`src/rtl/bitlink_pkg.sv`:
```
package bitlink_pkg;
    typedef enum logic [0:0] {
        TX_IDLE  = 1'b0,
        TX_SHIFT = 1'b1
    } tx_state_e;
endpackage

```
`src/rtl/bitlink_tx.sv`:
```
module bitlink_tx
    import bitlink_pkg::*;
#(
    parameter int DATA_W = 8
) (
    input  logic              clk,
    input  logic              rst_n,
    input  logic              step,
    input  logic              wr,
    input  logic [DATA_W-1:0] wdata,
    output logic              ser_o,
    output logic              empty_o
);
    localparam int CNT_W = $clog2(DATA_W);
    localparam logic [CNT_W-1:0] LAST = CNT_W'(DATA_W - 1);

    tx_state_e         state_q, state_d;
    logic [DATA_W-1:0] hold_q, shift_q;
    logic              hold_full_q;
    logic [CNT_W-1:0]  cnt_q;
    logic              load;

    // next-state and load decision
    always_comb begin
        state_d = state_q;
        load    = 1'b0;
        unique case (state_q)
            TX_IDLE: begin
                if (step && hold_full_q) begin
                    load    = 1'b1;
                    state_d = TX_SHIFT;
                end
            end
            TX_SHIFT: begin
                if (step && cnt_q == LAST) begin
                    if (hold_full_q) load = 1'b1;
                    else             state_d = TX_IDLE;
                end
            end
        endcase
    end

    // state register
    always_ff @(posedge clk or negedge rst_n) begin
        if (!rst_n) state_q <= TX_IDLE;
        else        state_q <= state_d;
    end

    // datapath
    always_ff @(posedge clk or negedge rst_n) begin
        if (!rst_n) begin
            hold_q      <= '0;
            hold_full_q <= 1'b0;
            shift_q     <= '0;
            cnt_q       <= '0;
        end else begin
            hold_full_q <= (hold_full_q & ~load) | wr;
            if (wr) hold_q <= wdata;
            if (load) begin
                shift_q <= hold_q;
                cnt_q   <= '0;
            end else if (state_q == TX_SHIFT && step) begin
                shift_q <= {shift_q[DATA_W-2:0], 1'b0};
                cnt_q   <= CNT_W'(cnt_q + 1'b1);
            end
        end
    end

    // outputs
    always_comb begin
        unique case (state_q)
            TX_IDLE:  ser_o = 1'b1;
            TX_SHIFT: ser_o = shift_q[DATA_W-1];
        endcase
        empty_o = ~hold_full_q;
    end
endmodule

```
`src/rtl/bitlink_rx.sv`:
```
module bitlink_rx #(
    parameter int DATA_W = 8
) (
    input  logic              clk,
    input  logic              rst_n,
    input  logic              step,
    input  logic              rd,
    input  logic              ser_i,
    output logic [DATA_W-1:0] data_o,
    output logic              full_o,
    output logic              ovr_o
);
    localparam int CNT_W = $clog2(DATA_W);
    localparam logic [CNT_W-1:0] LAST = CNT_W'(DATA_W - 1);

    logic [DATA_W-1:0] sreg_q, data_q, word;
    logic [CNT_W-1:0]  cnt_q;
    logic              full_q, ovr_q, done;

    assign word = {sreg_q[DATA_W-2:0], ser_i};
    assign done = step && (cnt_q == LAST);

    always_ff @(posedge clk or negedge rst_n) begin
        if (!rst_n) begin
            sreg_q <= '0;
            data_q <= '0;
            cnt_q  <= '0;
            full_q <= 1'b0;
            ovr_q  <= 1'b0;
        end else begin
            if (step) begin
                sreg_q <= word;
                cnt_q  <= done ? '0 : CNT_W'(cnt_q + 1'b1);
            end
            if (done) begin
                data_q <= word;
                full_q <= 1'b1;
                ovr_q  <= (ovr_q | full_q) & ~rd;
            end else if (rd) begin
                full_q <= 1'b0;
                ovr_q  <= 1'b0;
            end
        end
    end

    assign data_o = data_q;
    assign full_o = full_q;
    assign ovr_o  = ovr_q;
endmodule

```
`src/rtl/bitlink_bypass.sv`:
```
module bitlink_bypass (
    input  logic clk,
    input  logic rst_n,
    input  logic step,
    input  logic tx_bit_i,
    input  logic ser_i,
    output logic ser_o,
    output logic rx_bit_o
);
    always_ff @(posedge clk or negedge rst_n) begin
        if (!rst_n) begin
            ser_o    <= 1'b1;
            rx_bit_o <= 1'b0;
        end else if (step) begin
            ser_o    <= tx_bit_i;
            rx_bit_o <= ser_i;
        end
    end
endmodule

```
`src/rtl/bitlink_serdes.sv`:
```
module bitlink_serdes #(
    parameter int DATA_W = 8
) (
    input  logic              clk,
    input  logic              rst_n,
    input  logic              bit_en,
    input  logic              bypass,
    input  logic              host_wr,
    input  logic [DATA_W-1:0] host_wdata,
    input  logic              host_rd,
    output logic [DATA_W-1:0] host_rdata,
    input  logic              irq_tx_en,
    input  logic              irq_rx_en,
    output logic              tx_empty,
    output logic              rx_full,
    output logic              rx_overrun,
    output logic              irq,
    output logic              ser_out,
    input  logic              ser_in,
    input  logic              byp_tx_bit,
    output logic              byp_rx_bit
);
    logic frame_step, raw_step, tx_line, raw_line;

    assign frame_step = bit_en & ~bypass;
    assign raw_step   = bit_en &  bypass;

    bitlink_tx #(.DATA_W(DATA_W)) u_tx (
        .clk(clk), .rst_n(rst_n), .step(frame_step), .wr(host_wr),
        .wdata(host_wdata), .ser_o(tx_line), .empty_o(tx_empty)
    );

    bitlink_rx #(.DATA_W(DATA_W)) u_rx (
        .clk(clk), .rst_n(rst_n), .step(frame_step), .rd(host_rd),
        .ser_i(ser_in), .data_o(host_rdata), .full_o(rx_full), .ovr_o(rx_overrun)
    );

    bitlink_bypass u_byp (
        .clk(clk), .rst_n(rst_n), .step(raw_step), .tx_bit_i(byp_tx_bit),
        .ser_i(ser_in), .ser_o(raw_line), .rx_bit_o(byp_rx_bit)
    );

    assign ser_out = bypass ? raw_line : tx_line;
    assign irq     = (tx_empty & irq_tx_en) | (rx_full & irq_rx_en);
endmodule

```
`config.mk`:
```
export PLATFORM = sky130hd
export DESIGN_NAME = bitlink_serdes
export DESIGN_NICKNAME = d
export VERILOG_FILES = /design/src/rtl/bitlink_pkg.sv /design/src/rtl/bitlink_tx.sv /design/src/rtl/bitlink_rx.sv /design/src/rtl/bitlink_bypass.sv /design/src/rtl/bitlink_serdes.sv
export SDC_FILE = /design/constraint.sdc
export NUM_CORES = 1
export LEC_CHECK = 0
export BUFFER_PORTS_ARGS = -buffer_cell sky130_fd_sc_hd__buf_4
export CAP_MARGIN = 10
export CORE_UTILIZATION = 37
export DETAILED_ROUTE_END_ITERATION = 7
export SLEW_MARGIN = 20
export SYNTH_ARGS = -nofsm -noshare
export SYNTH_HDL_FRONTEND = slang
export SYNTH_SLANG_ARGS = --single-unit
```
`constraint.sdc`:
```
create_clock -name clk -period 1.7 [get_ports clk]
set_input_delay 0.17 -clock clk [delete_from_list [all_inputs] [get_ports clk]]
set_output_delay 0.17 -clock clk [all_outputs]
set_load 0.05 [all_outputs]
```
==> flow_summary.json <==
{
  "outcome": "completed",
  "io_pins": 32,
  "final_layout_size_suffix_gt1_share_pct": 36.6,
  "synth-main-ff-cell": "sky130_fd_sc_hd__dfrtp_1",
  "area_used_by_sequential_logic_in_the_layout_um2": 1080,
  "die_area_um2": 5150,
  "critical_path_peak_fanout": 8,
  "footprint_of_the_multi_input_gates_um2": 676,
  "place_area_um2": 2110,
  "cts.path.max_buffers": 2,
  "share_of_the_synthesized_area_in_compound_gates_ao_oa_aoi_oai_pct": 10.6,
  "start_util_pct": 38.4,
  "final_worst_path_period_share_pct": 95.1,
  "postSynthNetCount": 165,
  "ys_seq_area_share_pct": 59.8,
  "setup_viol": 0,
  "numCtsBuffers": 5,
  "post_synth_inst_count": 143,
  "worst_ep_arrival_time_ns": 1.80,
  "crit_path_max_incr_delay_ns": 0.39,
  "power.ir.vdd_worst_mv": 0.563,
  "worstSetupPathType": "reg -> reg",
  "drv_cap": 0,
  "remaining_drc_errors": 0,
  "number_of_hold_violations_in_the_final_report": 0,
  "slew_headroom_pct": 64.3,
  "basic_gate_share_of_the_synthesized_area_counting_and_or_nand_and_nor_cells_pct": 12.2,
  "worst_skew_pair.late_latency_ns": 0.30,
  "core-area_um2": 4690,
  "largest_family_of_logic_cells_by_synthesized_area": "simple AND/OR/NAND/NOR gates",
  "ys_seq_elements": 43,
  "detailed_place_hpwl_mm": 2.42,
  "wirelength_mm": 3.38,
  "critical_path_buf_inv_count": 1,
  "path_common_cell": "sky130_fd_sc_hd__ha_1",
  "synthToLayoutAreaGrowth_pct": 24.5,
  "worstMarginPinSlew_ns": 0.535,
  "worst_path_max_delay_cell": "sky130_fd_sc_hd__dfrtp_1",
  "hold_crit_path_type": "in -> reg",
  "skew_ns": 0.0113,
  "grt-ovfl-total": 0,
  "p_per_area_nw_per_um2": 1360,
  "fp-row-count": 25,
  "clock_sink_count": 43,
  "cts-htree-levels": 2,
  "synth.area.mux_share_pct": 11.9,
  "buffer_ports.inserted": 31,
  "ys_top_cells_by_area": "sky130_fd_sc_hd__dfrtp_1, sky130_fd_sc_hd__mux2_2, sky130_fd_sc_hd__nand2_1",
  "postSynth.asyncResetShare_pct": 100,
  "vias": 1231,
  "crit_path_end_kind": "flop",
  "die_w_um": 71.8,
  "path_clk_slew_ns": 0.08,
  "post_drt_wl_per_cell_um": 14.2,
  "finish.net_count": 204,
  "minimum_clock_period_ns": 1.62,
  "postLayoutCellArea_um2": 2240,
  "timing.final.max_slew_violations": 0,
  "detailedRoute.firstIterationViolations": 55,
  "grt_setup_unrepaired": "false",
  "finalPower_mw": 3.05,
  "netlist-cell-type-count": 29,
  "grt_pass1_vias": 1232,
  "cp.required_ns": 1.88,
  "synth_largest_area_cell": "sky130_fd_sc_hd__dfrtp_1",
  "synth_edf_count": 0,
  "layout.filler_cells": 442,
  "cellLeakagePower_nw": 1.12,
  "yosys.area_share.xor_xnor_pct": 0,
  "fmax_mhz": 619,
  "worstPathCellList": "ha_1, ha_1, nor2b_1, buf_4, nor2_1, a22o_1",
  "drt-pass1-iter-count": 4,
  "synth.avg_cell_area_um2": 12.6,
  "worst_path_dominant_cell_family": "adder cells",
  "fp.dieH_um": 71.8,
  "ys.warnings.count": 0,
  "root_buffer": "sky130_fd_sc_hd__clkbuf_8",
  "post-synth-top-count-cell": "sky130_fd_sc_hd__dfrtp_1",
  "synthAdderAreaFrac_pct": 2.78,
  "ys_top_cells_by_count": "sky130_fd_sc_hd__dfrtp_1, sky130_fd_sc_hd__nand2_1, sky130_fd_sc_hd__mux2_2",
  "num_antenna_cells": 0,
  "globalRouteTotalUtil_pct": 14.8,
  "first_pass_grt_wire_length_mm": 5.75,
  "total_negative_slack_ns": 0,
  "grt_max_degree": 44,
  "grt_antenna_before_repair": 0,
  "synth.cell_area_um2": 1800,
  "vias_per_std_cell": 5.19,
  "finish.utilization_pct": 47.8,
  "cp-start-kind": "flop",
  "post-synth-top-area-fraction_pct": 58.3,
  "gpl_wtd_cong": 0.754,
  "ant_nets": 0,
  "tritoncts_clock_tree": "yes"
}
==> layer usage <==
metal  up-vias  GRT usage, %  share of wire, %
met3         6          5.63               4.0
met2        25          25.6                51
li1        582             -                 -
met5         -             0                 0
met4         0          4.58               1.3
met1       618          16.9                43
==> flip-flops by register name, summed over array words and instances, names as in the netlist <==
signal	flops
u_tx.cnt_q	3
u_rx.cnt_q	3
u_rx.sreg_q	7
u_rx.full_o	1
u_tx.hold_full_q	1
u_byp.rx_bit_o	1
u_byp.ser_o	1
u_tx.state_q	1
u_rx.data_o	8
u_rx.ovr_o	1
u_tx.hold_q	8
u_tx.shift_q	8
==> repair_timing <==
| action | CTS | global route |
|---|---|---|
| gates resized for setup | 0 | 0 |
| hold endpoints to repair | 42 | 1 |
| buffers inserted | 0 | 0 |
| endpoints found under the setup margin | 0 | 0 |
| hold buffers | 1 | 1 |
==> worst min-delay path: stages <==
cell and delay, ns:
sky130_fd_sc_hd__buf_4 0.09, sky130_fd_sc_hd__nand2_1 0.04, sky130_fd_sc_hd__nand2_1 0.04
==> placed cells by master (no fill, tap or decap), drive strengths merged, types with 3 or more instances in the layout <==
cell type / n
a221o: 6
mux2: 19
buf: 36
inv: 4
ha: 4
nor3b: 7
clkbuf: 6
nand2: 28
dfrtp: 42
nand3b: 3
==> through the flow <==
step	hold WS (ns)	cells	setup WS [ns]
floorplan	-0.126	143	0.211
global placement	0.183	227	0.185
detailed placement	0.189	227	0.102
CTS	0.00658	236	0.0812
global route	0.0762	237	0.0348
finish	0.0746	237	0.0834
==> cells by family (layout without fill, tap and decap cells) <==
logic type / Yosys count / in the layout
and+or+nand+nor: 45 / 45
DFF: 43 / 43
buffers and inverters: 10 / 50
muxes: 19 / 19
AOI/OAI and AO/OA: 22 / 22
adders and majority gates: 4 / 4
==> report_power, final <==
part | total, mW | leakage (nW) | switching, mW | internal [mW]
clock network | 0.816 | 0.0612 | 0.341 | 0.475
registers | 1.41 | 0.545 | 0.151 | 1.26
logic | 0.826 | 0.514 | 0.474 | 0.352
total | 3.05 | 1.12 | 0.966 | 2.09
==> path summary, 6_finish.rpt <==
kind / start / end / slack, ns / cells after the start
worst min-delay path: ser_in / u_rx.sreg_q[0] / 0.07 / 3
worst max-delay path: u_tx.cnt_q[0] / u_tx.shift_q[0] / 0.08 / 6
worst max register to register: u_tx.cnt_q[0] / u_tx.shift_q[0] / 0.08 / 6
max in group asynchronous: rst_n / u_tx.cnt_q[0] / 0.92 / 2
min in group asynchronous: rst_n / u_rx.data_o[2] / 0.40 / 2
worst min register to register: u_rx.cnt_q[2] / u_rx.cnt_q[2] / 0.48 / 2
==> area by class of cell <==
cell class                 count  share of cell area (%)
inverter                       4                   0.669
multi-input combinational     90                    30.1
timing repair buffer          38                    12.9
tap                           54                    3.01
sequential                    43                    48.0
clock buffer                   6                    3.68
clock inverter                 2                    1.56
(Power assumes the default switching activity.)
